File: config.mk
export PLATFORM = sky130hd
export DESIGN_NAME = pixel_color_select
export DESIGN_NICKNAME = d
export VERILOG_FILES = /design/src/rtl/pcs_pkg.sv /design/src/rtl/pcs_retrace_det.sv /design/src/rtl/pcs_blink_timer.sv /design/src/rtl/pcs_pixel_stage.sv /design/src/rtl/pcs_color_stage.sv /design/src/rtl/pixel_color_select.sv
export SDC_FILE = /design/constraint.sdc
export NUM_CORES = 1
export LEC_CHECK = 0
export CAP_MARGIN = 25
export CORE_AREA = 3 3 78 116
export DETAILED_ROUTE_END_ITERATION = 10
export DIE_AREA = 0 0 81 119
export GPL_ROUTABILITY_DRIVEN = 0
export PLACE_DENSITY = 0.94
export SLEW_MARGIN = 20
export SYNTH_ARGS = -nofsm -noshare
export SYNTH_HDL_FRONTEND = slang
export SYNTH_HIERARCHICAL = 1
export SYNTH_SLANG_ARGS = --single-unit
export TNS_END_PERCENT = 1
File: constraint.sdc
create_clock -name clk_i -period 8.55 [get_ports clk_i]
set_clock_uncertainty 0.1 [all_clocks]
set_input_delay 1.2825 -clock clk_i [delete_from_list [all_inputs] [get_ports clk_i]]
set_output_delay 1.2825 -clock clk_i [all_outputs]
set_load 0.01 [all_outputs]
File: src/rtl/pcs_pkg.sv
package pcs_pkg;
  typedef enum logic [1:0] {
    BLINK_16_48 = 2'b00,
    BLINK_16_16 = 2'b01,
    BLINK_32_32 = 2'b10,
    BLINK_ALIAS = 2'b11
  } blink_rate_e;

  localparam int unsigned CNT_W = 7;

  function automatic logic [CNT_W-1:0] period_of(blink_rate_e r);
    case (r)
      BLINK_16_16: period_of = CNT_W'(32);
      default:     period_of = CNT_W'(64);
    endcase
  endfunction

  function automatic logic [CNT_W-1:0] on_len_of(blink_rate_e r);
    case (r)
      BLINK_32_32: on_len_of = CNT_W'(32);
      default:     on_len_of = CNT_W'(16);
    endcase
  endfunction
endpackage

File: src/rtl/pcs_retrace_det.sv
module pcs_retrace_det #(
  parameter int unsigned LOADS = 256
) (
  input  logic clk_i,
  input  logic rst_ni,
  input  logic load_tick_i,
  input  logic blank_ni,
  output logic evt_o
);
  localparam int unsigned CW = $clog2(LOADS + 1);

  logic [CW-1:0] cnt_q;
  logic          armed_q;

  assign evt_o = load_tick_i & ~blank_ni & armed_q & (cnt_q == CW'(LOADS - 1));

  always_ff @(posedge clk_i or negedge rst_ni) begin
    if (!rst_ni) begin
      cnt_q   <= '0;
      armed_q <= 1'b1;
    end else if (blank_ni) begin
      cnt_q   <= '0;
      armed_q <= 1'b1;
    end else if (evt_o) begin
      cnt_q   <= '0;
      armed_q <= 1'b0;
    end else if (load_tick_i && armed_q) begin
      cnt_q   <= cnt_q + 1'b1;
    end
  end
endmodule

File: src/rtl/pcs_blink_timer.sv
module pcs_blink_timer
  import pcs_pkg::*;
(
  input  logic        clk_i,
  input  logic        rst_ni,
  input  logic        evt_i,
  input  blink_rate_e rate_i,
  output logic        blink_off_o
);
  logic [CNT_W-1:0] frame_q, frame_inc, frame_d;

  assign frame_inc = frame_q + 1'b1;
  // a rate change may leave the count past the new period: wrap immediately
  assign frame_d   = (frame_inc >= period_of(rate_i)) ? '0 : frame_inc;

  always_ff @(posedge clk_i or negedge rst_ni) begin
    if (!rst_ni) begin
      frame_q     <= '0;
      blink_off_o <= 1'b0;
    end else if (evt_i) begin
      frame_q     <= frame_d;
      blink_off_o <= (frame_d >= on_len_of(rate_i));
    end
  end
endmodule

File: src/rtl/pcs_pixel_stage.sv
module pcs_pixel_stage #(
  parameter int unsigned IDX_W = 8,
  parameter int unsigned OVL_W = 2
) (
  input  logic               clk_i,
  input  logic               rst_ni,
  input  logic [IDX_W-1:0]   idx_i,
  input  logic [OVL_W-1:0]   ovl_i,
  input  logic               blank_ni,
  input  logic               sync_ni,
  input  logic [IDX_W-1:0]   read_mask_i,
  input  logic [IDX_W-1:0]   blink_mask_i,
  input  logic [2*OVL_W-1:0] ovl_ctl_i,
  input  logic               pal_sel_i,
  input  logic               blink_off_i,
  output logic [IDX_W-1:0]   idx_o,
  output logic [OVL_W-1:0]   ovl_o,
  output logic               use_pal_o,
  output logic               blank_no,
  output logic               sync_no
);
  logic [IDX_W-1:0] idx_eff;
  logic [OVL_W-1:0] ovl_eff;

  assign idx_eff = idx_i & read_mask_i & ~(blink_mask_i & {IDX_W{blink_off_i}});

  for (genvar g = 0; g < OVL_W; g++) begin : g_ovl
    assign ovl_eff[g] = ovl_i[g] & ovl_ctl_i[g] & ~(ovl_ctl_i[OVL_W+g] & blink_off_i);
  end

  always_ff @(posedge clk_i or negedge rst_ni) begin
    if (!rst_ni) begin
      idx_o     <= '0;
      ovl_o     <= '0;
      use_pal_o <= 1'b0;
      blank_no  <= 1'b0;
      sync_no   <= 1'b1;
    end else begin
      idx_o     <= idx_eff;
      ovl_o     <= ovl_eff;
      use_pal_o <= pal_sel_i & (ovl_eff == '0);
      blank_no  <= blank_ni;
      sync_no   <= sync_ni;
    end
  end
endmodule

File: src/rtl/pcs_color_stage.sv
module pcs_color_stage #(
  parameter int unsigned OVL_W = 2,
  parameter int unsigned RGB_W = 24
) (
  input  logic                        clk_i,
  input  logic                        rst_ni,
  input  logic [OVL_W-1:0]            ovl_i,
  input  logic                        use_pal_i,
  input  logic                        blank_ni,
  input  logic                        sync_ni,
  input  logic [RGB_W-1:0]            pal_data_i,
  input  logic [(2**OVL_W)*RGB_W-1:0] ovl_colors_i,
  output logic [RGB_W-1:0]            color_o,
  output logic                        blank_no,
  output logic                        sync_no
);
  localparam int unsigned N_OVL = 2 ** OVL_W;

  logic [RGB_W-1:0] ovl_arr [N_OVL];
  logic [RGB_W-1:0] color_d;

  for (genvar k = 0; k < N_OVL; k++) begin : g_unpack
    assign ovl_arr[k] = ovl_colors_i[k*RGB_W +: RGB_W];
  end

  always_comb begin
    if (!blank_ni)      color_d = '0;
    else if (use_pal_i) color_d = pal_data_i;
    else                color_d = ovl_arr[ovl_i];
  end

  always_ff @(posedge clk_i or negedge rst_ni) begin
    if (!rst_ni) begin
      color_o  <= '0;
      blank_no <= 1'b0;
      sync_no  <= 1'b1;
    end else begin
      color_o  <= color_d;
      blank_no <= blank_ni;
      sync_no  <= sync_ni;
    end
  end
endmodule

File: src/rtl/pixel_color_select.sv
module pixel_color_select
  import pcs_pkg::*;
#(
  parameter int unsigned IDX_W         = 8,
  parameter int unsigned OVL_W         = 2,
  parameter int unsigned RGB_W         = 24,
  parameter int unsigned RETRACE_LOADS = 256
) (
  input  logic                        clk_i,
  input  logic                        rst_ni,
  input  logic                        load_tick_i,
  input  logic [IDX_W-1:0]            pix_idx_i,
  input  logic [OVL_W-1:0]            pix_ovl_i,
  input  logic                        pix_blank_ni,
  input  logic                        pix_sync_ni,
  input  logic [IDX_W-1:0]            read_mask_i,
  input  logic [IDX_W-1:0]            blink_mask_i,
  input  logic [7:0]                  cmd_i,
  input  logic [2*OVL_W-1:0]          ovl_ctl_i,
  output logic [IDX_W-1:0]            pal_addr_o,
  input  logic [RGB_W-1:0]            pal_data_i,
  input  logic [(2**OVL_W)*RGB_W-1:0] ovl_colors_i,
  output logic [RGB_W-1:0]            color_o,
  output logic                        sync_no,
  output logic                        blank_no
);
  logic             retrace_evt;
  logic             blink_off;
  logic [OVL_W-1:0] s1_ovl;
  logic             s1_use_pal, s1_blank_n, s1_sync_n;

  pcs_retrace_det #(.LOADS(RETRACE_LOADS)) u_retrace (
    .clk_i, .rst_ni,
    .load_tick_i,
    .blank_ni (pix_blank_ni),
    .evt_o    (retrace_evt)
  );

  pcs_blink_timer u_blink (
    .clk_i, .rst_ni,
    .evt_i       (retrace_evt),
    .rate_i      (blink_rate_e'(cmd_i[5:4])),
    .blink_off_o (blink_off)
  );

  pcs_pixel_stage #(.IDX_W(IDX_W), .OVL_W(OVL_W)) u_stage1 (
    .clk_i, .rst_ni,
    .idx_i        (pix_idx_i),
    .ovl_i        (pix_ovl_i),
    .blank_ni     (pix_blank_ni),
    .sync_ni      (pix_sync_ni),
    .read_mask_i,
    .blink_mask_i,
    .ovl_ctl_i,
    .pal_sel_i    (cmd_i[6]),
    .blink_off_i  (blink_off),
    .idx_o        (pal_addr_o),
    .ovl_o        (s1_ovl),
    .use_pal_o    (s1_use_pal),
    .blank_no     (s1_blank_n),
    .sync_no      (s1_sync_n)
  );

  pcs_color_stage #(.OVL_W(OVL_W), .RGB_W(RGB_W)) u_stage2 (
    .clk_i, .rst_ni,
    .ovl_i        (s1_ovl),
    .use_pal_i    (s1_use_pal),
    .blank_ni     (s1_blank_n),
    .sync_ni      (s1_sync_n),
    .pal_data_i,
    .ovl_colors_i,
    .color_o,
    .blank_no,
    .sync_no
  );
endmodule

==> results of run 1 <==
==> worst min-delay path by stage <==
| stage | startpoint | slack, ns | endpoint | cells past startpoint |
|---|---|---|---|---|
| floorplan | u_stage1/sync_no$_DFF_PN1_ | 0.25 | u_stage2/sync_no$_DFF_PN1_ | 0 |
| global placement | u_stage1/sync_no$_DFF_PN1_ | 0.25 | u_stage2/sync_no$_DFF_PN1_ | 0 |
| detailed placement | u_stage1/sync_no$_DFF_PN1_ | 0.25 | u_stage2/sync_no$_DFF_PN1_ | 0 |
| CTS | u_stage1/sync_no$_DFF_PN1_ | 0.25 | u_stage2/sync_no$_DFF_PN1_ | 0 |
| global route | u_stage1/sync_no$_DFF_PN1_ | 0.25 | u_stage2/sync_no$_DFF_PN1_ | 0 |
| finish | u_stage1/sync_no$_DFF_PN1_ | 0.25 | u_stage2/sync_no$_DFF_PN1_ | 0 |
==> cells by family after synthesis <==
| group | Yosys count | share of synthesized area (%) |
|---|---|---|
| mux | 51 | 15.6 |
| fa+ha+maj | 6 | 2.28 |
| simple gates | 79 | 13.2 |
| xor+xnor | 7 | 2.31 |
| compound gates | 62 | 17.9 |
| flops | 57 | 43.3 |
| buf+inv | 29 | 5.31 |
==> through the flow <==
step	util [%]	hold WS (ns)	setup WS, ns
after floorplan	-	0.245	5.49
after global placement	64.5	0.249	4.82
after detailed placement	64.5	0.247	4.71
after CTS	68.1	0.249	5.04
after global routing	68.1	0.254	4.80
final	68.1	0.249	5.00
==> power by group <==
part	switching, uW	internal (uW)	total (uW)
Combinational	64.2	112	176
Sequential	9.74	286	296
Clock	114	238	352
Total	188	636	823
==> layer usage <==
metal | vias up | part of all wire (%)
met4 | 0 | 2.7
li1 | 1466 | -
met5 | - | 0
met2 | 133 | 53
met3 | 24 | 9.4
met1 | 1482 | 35
==> area by class of cell <==
| cell class | count | area [um2] | area share, % |
|---|---|---|---|
| Clock buffer | 12 | 256 | 4.64 |
| Clock inverter | 3 | 40.0 | 0.725 |
| Inverter | 9 | 33.8 | 0.612 |
| Multi-Input combinational cell | 205 | 1690 | 30.7 |
| Sequential cell | 57 | 1430 | 25.9 |
| Tap cell | 105 | 131 | 2.38 |
| Timing Repair Buffer | 195 | 1940 | 35.1 |
==> worst reg2reg max path, stage by stage, from the launching register on <==
cell and delay [ns]:
dfrtp_1 0.45, ha_1 0.28, and2_2 0.24, nand4_1 0.18
xnor2_2 0.25, ha_1 0.29, a21o_1 0.25, a31oi_4 0.24
nor2b_4 0.20, ha_1 0.25, nand2b_1 0.09, nand3b_1 0.07
a21oi_1 0.16, o22ai_1 0.10
==> registers in the layout, indices dropped and copies added, names as in the netlist, 2 cells and up <==
register / cells
u_stage1/ovl_o: 2
u_retrace/cnt_q: 9
u_stage2/color_o: 24
u_blink/frame_q: 7
u_stage1/idx_o: 8
==> cell usage in the layout (no fill, tap or decap), drive strengths merged, types with 7 or more instances in the layout <==
cell,n
nand3,30
o21ai,7
clkdlybuf4s50,190
dfrtp,54
mux2i,50
inv,9
clkbuf,12
a21oi,17
o221ai,24
nand2,18
==> flow_summary.yaml, run 1 <==
run_status:
  status: "finished, final reports clean"
logic_synthesis:
  synth_top_flop_cell: "dfrtp_1"
  synth-seq-cells: 57
  ys_seq_area_share_pct: 43.3
  syn_nets: 460
  synth_edf_count: 0
  avgSynthCellArea_um2: 11.3
  synth.top_cells.by_area: "dfrtp_1 41%, mux2i_1 15%, o221ai_2 9.1%"
  ys_async_sr_fraction_pct: 100
  syn-instance-count: 291
  syn_area_um2: 3300
  yosysUniqueCellTypes: 48
  yosys-top-cells-count: "54 x dfrtp_1, 50 x mux2i_1, 30 x nand3_1"
  yosys_warnings: 6
  yosysTopAreaCellShare_pct: 41.0
  yosysMostFrequentCell: "dfrtp_1"
  yosys.area.top_type: "dfrtp_1"
setup_path:
  worstReg2RegEnd: "u_blink/blink_off_o$_DFFE_PN0P_"
  cp.depth: 7
  critPathMaxFanout: 15
  cpPeakStageDelay_ns: 0.77
  slowest_stage: "nor2_1"
  worstSetupStartpoint: "load_tick_i"
  cp_num_buf_inv: 1
  crit_arrival_ns: 3.64
  worstSetupPathType: "primary input to register"
  cp_top_family: "simple AND/OR/NAND/NOR gates"
  critPathCapture: "u_blink/frame_q[2]$_DFFE_PN0P_"
  worstSetupEndpointType: "register"
  rr_startpoint: "u_blink/frame_q[0]$_DFFE_PN0P_"
  cp_cell_sequence: "clkdlybuf4s50_1 > nand4_1 > or4_1 > nor2_1 > o21ai_0 > nand2_1 > o31ai_1"
  ff2ff_path_depth: 13
  critPathLaunchType: "primary input"
  r2r_setup_slack_ns: 5.28
  cp.required_ns: 8.64
global_route:
  use_met1_pct: 26.9
  grt_first_pass_wirelength_um: 17900
  antenna_found_initial: 0
  grt.met3_usage_pct: 7.94
  grt_pass1_vias: 3338
  gr-total-overflow: 0
  grtUsageTotal_pct: 24.6
  grt_start_max_net_pins: 58
  grt.busiest_layer: "met2"
  grtUsageMet2_pct: 43.0
routing:
  wirelength_um: 11600
  drt_iter0_drc: 194
  drcViolationCount: 0
  vias: 3105
  routed_via_density: 5.30
  antenna_left: 0
  wl_per_cell_um: 19.8
  firstDrtPassIters: 4
clocking:
  clk_path_buf_depth: 2
  cts_tree: "yes"
  clkSinkCount: 57
  cts_made_buffers: 9
  clk_pin_slew_ns: 0.05
  holdBufCountCts: 0
  clock-root-buffer: "clkbuf_16"
  clock_latency_ns: 0.32
  htree_levels: 3
  cts_setup_buffers: 0
  cts_resized: 0
power_and_ir_drop:
  fin_total_pwr_uw: 823
  peakVddDrop_mv: 0.130
  leakage_uw: 0.00222
  pwr_density_cell_nw_per_um2: 149
floorplanning:
  fp.dieW_um: 81
  fp.dieArea_um2: 9640
  design.portCount: 197
  placementRows: 40
  core_um2: 8110
  start_util_pct: 40.7
  die_h_um: 119
timing:
  post-route-min-period_ns: 3.55
  maxSlewViolCount: 0
  rsz0062_at_grt: "no"
  slew-limit-headroom_pct: 34.0
  fmax_ghz: 0.282
  fin_crit_sh_pct: 41.5
  finalHoldViolations: 0
  final-setup-viol-count: 0
  tightest_slew_ns: 0.987
  fin_setup_tns_ns: 0
placed_design:
  portBuffers: 191
  placed_area_um2: 5230
  dp_hpwl_um: 8880
  placed_cells: 571
finish:
  drive_gt1_share_pct: 11.4
  area_growth_pct: 67.4
  stdcell_count: 586
  nets: 646
  fin_area_um2: 5520
  nFillCells: 611
  antennaDiodeCount: 0
hold_path:
  hold_path.class: "register to register"
flow_run:
  maxCapViolations: 0
No activity file was read; power rests on OpenSTA's default activity.
==> run 2, diff against run 1 <==
Settings changed: CORE_AREA 3 3 78 116 to 3 3 85 127, DIE_AREA 0 0 81 119 to 0 0 88 130, PLACE_DENSITY 0.94 to 0.84.
Clock period 8.55 ns to 2.9 ns, I/O delays scaled along.
==> run 2 against run 1 <==
Critical path depth grew 6. Clock power grew to 2.7 times the previous value. Combinational power grew to 3.0 times the previous value. Flip-flop and latch count is the same. Routed wire length shrank 0.93%. Largest power group unchanged.
==> flow_summary.yaml, run 2 (synthesis results as in run 1) <==
finish:
  drive_gt1_share_pct: 14.7
  antennaDiodeCount: 0
  layout_common_cells: "190 x clkdlybuf4s50_1, 53 x dfrtp_1, 50 x mux2i_1"
  nets: 666
  multi_input_area_um2: 1720
  nFillCells: 804
  area_growth_pct: 72.3
  largest_reg_flops: 24
  regMostFlops: "u_stage2/color_o"
  final_common_cell: "clkdlybuf4s50_1"
  reg_top3: "u_stage2/color_o (24), u_retrace/cnt_q (9), u_stage1/idx_o (8)"
  final_core_util_pct: 58.3
  ff_latch_area_um2: 1430
setup_path:
  slowest_stage: "dfrtp_1"
  worstSetupEndpointType: "register"
  cp_top_family: "adder cells"
  cpPeakStageDelay_ns: 0.43
  cp_num_buf_inv: 0
  crit_arrival_ns: 2.89
  worstSetupPathType: "register to register"
  critPathLaunchType: "register"
  cp_cell_sequence: "ha_4 > and2_2 > nand4_1 > xnor2_2 > ha_1 > a21o_1 > a31oi_4 > nor2b_4 > ha_4 > nand2b_1 > nand3b_1 > a21oi_1 > o22ai_1"
  critPathMaxFanout: 4
  cp_common_cell: "ha_4"
  cp.required_ns: 3.00
routing:
  wl_per_cell_um: 18.7
  routed_via_density: 5.23
  vias: 3229
  antenna_left: 0
  drt_iter0_drc: 87
  routed.top_layer: "met4"
  wl_met2_um: 6320
  wl_met1_um: 3890
  wl_met3_um: 1040
  firstDrtPassIters: 4
  wirelength_um: 11500
  drcViolationCount: 0
floorplanning:
  start_util_pct: 33.9
  fp.dieW_um: 88
  design.portCount: 197
  die_h_um: 130
  core_um2: 9740
  placementRows: 44
  fp.dieArea_um2: 11400
power_and_ir_drop:
  swShare_pct: 23.7
  seqPwrFrac_pct: 37.3
  p_int_uw: 1780
  peakVddDrop_mv: 0.328
  p_comb_share_pct: 22.7
  switchingPower_uw: 553
  pwr_density_cell_nw_per_um2: 411
  leakage_uw: 0.00230
  clkPwrFrac_pct: 39.9
placed_design:
  portBuffers: 191
  dp_hpwl_um: 9010
timing:
  final-setup-viol-count: 0
  fmax_ghz: 0.359
  post-route-min-period_ns: 2.79
  finalHoldViolations: 0
  maxSlewViolCount: 0
  fin_crit_sh_pct: 96.1
  tightest_slew_ns: 0.887
  slew-limit-headroom_pct: 40.9
  fin_setup_tns_ns: 0
global_route:
  grt_pass1_vias: 3264
  antenna_found_initial: 0
  grt_start_max_net_pins: 40
  grtUsageTotal_pct: 19.3
  gr-total-overflow: 0
  grt_first_pass_wirelength_um: 16700
clocking:
  cts_made_buffers: 9
  clk_pin_slew_ns: 0.05
  clk_path_buf_depth: 2
  clkSinkCount: 57
  htree_levels: 3
  clock-root-buffer: "clkbuf_16"
  cts_tree: "yes"
  clock_latency_ns: 0.32
run_status:
  status: "finished, final reports clean"
hold_path:
  hold_path.class: "register to register"
flow_run:
  maxCapViolations: 0
[run 2: changes by cell type in the layout (fill, tap and decap cells not counted), moves of 2 or more]
cell and change:
clkbuf_1 +4, ha_1 -2, buf_4 +19, ha_4 +2
[run 2: stage by stage]
| stage | instances | setup WS (ns) | hold WS, ns | cell area (um2) | total power (uW) |
|---|---|---|---|---|---|
| after global routing | 617 | -0.0169 | 0.261 | 5690 | 2450 |
| after global placement | 594 | 0.131 | 0.250 | 5340 | 1400 |
| final | 617 | 0.112 | 0.259 | 5690 | 2340 |
| after floorplan | 291 | 0.0818 | 0.0394 | 3300 | 1060 |
| after detailed placement | 594 | 0.0112 | 0.248 | 5340 | 1420 |
| after CTS | 612 | 0.00990 | 0.259 | 5620 | 2360 |
[run 2: final cells by class]
cell class | count | area share (%)
clock inverter | 1 | 0.0880
multi-input combinational | 205 | 30.3
clock buffer | 15 | 4.53
tap | 115 | 2.53
timing repair buffer | 215 | 36.8
inverter | 9 | 0.594
sequential | 57 | 25.2
[run 2: timing repair]
item | 4_1_cts | 5_1_grt
hold buffers | 1 | 0
pin swaps | 1 | 5
endpoints found under the setup margin | 1 | 1
setup buffers | 1 | 5
resized for setup | 0 | 4
endpoints found under the hold margin | 15 | 0
[run 2: worst paths after layout]
path	start	endpoint	slack [ns]	cells past startpoint
worst min-delay path	u_stage1/sync_no$_DFF_PN1_	u_stage2/sync_no$_DFF_PN1_	0.26	0
max in group asynchronous	rst_ni	u_stage1/ovl_o[1]$_DFF_PN0_	1.70	3
worst max-delay path	u_blink/frame_q[1]$_DFFE_PN0P_	u_blink/blink_off_o$_DFFE_PN0P_	0.11	13
min in group asynchronous	rst_ni	u_blink/frame_q[5]$_DFFE_PN0P_	0.50	3
worst min register to register	u_stage1/sync_no$_DFF_PN1_	u_stage2/sync_no$_DFF_PN1_	0.26	0
worst max register to register	u_blink/frame_q[1]$_DFFE_PN0P_	u_blink/blink_off_o$_DFFE_PN0P_	0.11	13
[run 2: metal layers]
| metal | vias to the layer above | GRT usage [%] |
|---|---|---|
| met2 | 140 | 36.1 |
| met4 | 0 | 7.32 |
| met5 | - | 0 |
| met1 | 1560 | 19.7 |
| li1 | 1508 | - |
| met3 | 21 | 5.62 |
[run 2: power by group through the flow]
stage | combinational [uW] | sequential (uW) | clock (uW)
floorplan | 169 | 891 | 0
global placement | 517 | 882 | 0
detailed placement | 530 | 885 | 0
CTS | 534 | 873 | 953
global route | 567 | 875 | 1000
finish | 531 | 872 | 933
==> run 3, diff against run 2 <==
Settings changed: CORE_AREA 3 3 85 127 to 3 3 74 111, DIE_AREA 0 0 88 130 to 0 0 77 114, DONT_BUFFER_PORTS set to 1, PLACE_DENSITY 0.84 to 0.7, SETUP_SLACK_MARGIN set to 0.4.
==> run 3 against run 2 <==
Total power fell by 21%. First-iteration DRC count down 31%. Via count decreased by 25%. Sequential share of layout area is 14 points higher. Flip-flop and latch count stayed put. Clock power shrank 21%. Clock-buffer cell count shrank 4. Routed wire length decreased by 29%. Largest cell class is now multi-input gates. Largest power group is now sequential cells.
==> flow_summary.yaml, run 3 (synthesis results as in run 1) <==
run_status:
  status: "finished, final reports clean"
routing:
  vias: 2421
  antenna_left: 0
  drcViolationCount: 0
  routed_via_density: 5.96
  wirelength_um: 8220
  wl_per_cell_um: 20.2
  drt_iter0_drc: 60
  firstDrtPassIters: 4
floorplanning:
  die_h_um: 114
  placementRows: 38
  core_um2: 7270
  design.portCount: 197
  fp.dieArea_um2: 8780
  start_util_pct: 45.4
  fp.dieW_um: 77
global_route:
  gr-total-overflow: 0
  grt_start_max_net_pins: 58
  grt_first_pass_wirelength_um: 12300
  antenna_found_initial: 0
  grt_pass1_vias: 2357
  grtUsageTotal_pct: 17.9
placed_design:
  placed_area_um2: 3380
  portBuffers: 0
  dp_hpwl_um: 6120
timing:
  post-route-min-period_ns: 2.68
  tightest_slew_ns: 0.741
  rsz0062_at_grt: "yes"
  fin_crit_sh_pct: 92.3
  fin_setup_tns_ns: 0
  slew-limit-headroom_pct: 50.6
  fmax_ghz: 0.374
  whs_ns: 0.0527
  maxSlewViolCount: 0
  final-setup-viol-count: 0
  finalHoldViolations: 0
power_and_ir_drop:
  p_int_uw: 1350
  p_comb_share_pct: 11.5
  seqPwrFrac_pct: 48.4
  fin_total_pwr_uw: 1840
  leakage_uw: 0.00150
  swShare_pct: 26.4
  switchingPower_uw: 485
  clkPwrFrac_pct: 40.1
  pwr_density_cell_nw_per_um2: 499
  peakVddDrop_mv: 0.287
setup_path:
  critPathMaxFanout: 2
  cp_cell_sequence: "ha_2 > and2_4 > nand4_1 > xnor2_2 > ha_1 > a21o_1 > a31oi_4 > nor2b_4 > ha_4 > nand2b_1 > nand3b_1 > a21oi_2 > o22ai_1"
  worstSetupPathType: "register to register"
  critPathLaunchType: "register"
  ff2ff_path_depth: 13
  worstSetupEndpointType: "register"
  r2r_setup_slack_ns: 0.22
  cpPeakStageDelay_ns: 0.35
  slowest_stage: "dfrtp_1"
  crit_arrival_ns: 2.79
  cp.required_ns: 3.02
finish:
  nFillCells: 652
  drive_gt1_share_pct: 24.2
  area_growth_pct: 11.8
  regMostFlops: "u_stage2/color_o"
  reg_top3: "u_stage2/color_o (24), u_retrace/cnt_q (9), u_stage1/idx_o (8)"
  final_core_util_pct: 50.7
  nets: 470
  largest_reg_flops: 24
  ff_latch_area_um2: 1430
  fin_area_um2: 3690
  antennaDiodeCount: 0
  multi_input_area_um2: 1730
  layout_common_cells: "52 x dfrtp_1, 50 x mux2i_1, 29 x nand3_1"
  final_common_cell: "dfrtp_1"
hold_path:
  hold_path.class: "primary input to register"
  min_path_cells: 1
clocking:
  clk_path_buf_depth: 2
  clock-root-buffer: "clkbuf_8"
  clk_pin_slew_ns: 0.07
  cts_made_buffers: 9
  clkSinkCount: 57
  cts_tree: "yes"
  clock_latency_ns: 0.34
  htree_levels: 3
flow_run:
  maxCapViolations: 0
[run 3: changes by cell type in the layout (fill, tap and decap cells not counted), sizes merged]
cell	delta
clkinv	+1
buf	-8
clkinvlp	+2
clkdlybuf4s50	-190
clkbuf	-4
bufinv	+1
dlygate4sd3	+2
[run 3: what timing repair did]
item,in CTS,in global routing
pin swaps,5,4
resized for setup,3,2
setup buffers,4,1
setup endpoints to repair,1,1
hold buffers,3,1
hold endpoints to repair,58,1
[run 3: through the flow]
step                setup slack (ns)  std cells
finish                         0.224        406
global route                  0.0786        406
CTS                            0.235        404
detailed placement             0.111        381
global placement               0.163        381
floorplan                      0.125        291
[run 3: worst max-delay path: cells and delay by family, from the launching register on]
kind	cells	cell delay, ns
DFF	1	0.35
adders and majority gates	3	0.67
AOI/OAI and AO/OA	4	0.56
xor gates and xnor gates	1	0.23
and+or+nand+nor	5	0.63
[run 3: area by class of cell]
type	instances	share of cell area (%)
well taps	100	3.39
flip-flops and latches	57	38.8
repair buffers	19	4.61
multi-input cells	205	46.9
inverters	9	0.916
clock buffers	11	3.83
clock inverters	5	1.49
[run 3: final timing paths]
check,start,end
max reg2reg,u_blink/frame_q[0]$_DFFE_PN0P_,u_blink/blink_off_o$_DFFE_PN0P_
min in group asynchronous,rst_ni,u_stage2/color_o[0]$_DFF_PN0_
max,u_blink/frame_q[0]$_DFFE_PN0P_,u_blink/blink_off_o$_DFFE_PN0P_
min reg2reg,u_stage1/sync_no$_DFF_PN1_,u_stage2/sync_no$_DFF_PN1_
max in group asynchronous,rst_ni,u_stage2/sync_no$_DFF_PN1_
min,pix_blank_ni,u_retrace/cnt_q[6]$_DFFE_PN0P_
[run 3: layer usage]
metal | global-route usage [%] | wire, um | up-vias
met4 | 7.36 | 107 | 0
met5 | 0 | 0 | -
met3 | 6.32 | 760 | 12
li1 | - | - | 1122
met1 | 19.5 | 2930 | 1159
met2 | 31.6 | 4420 | 128
[run 3: power groups by stage]
stage               Sequential (uW)  Clock (uW)  Combinational [uW]
floorplan                       891           0                 169
global placement                905           0                 180
detailed placement              906           0                 187
CTS                             892         768                 212
global route                    893         804                 233
finish                          890         738                 211
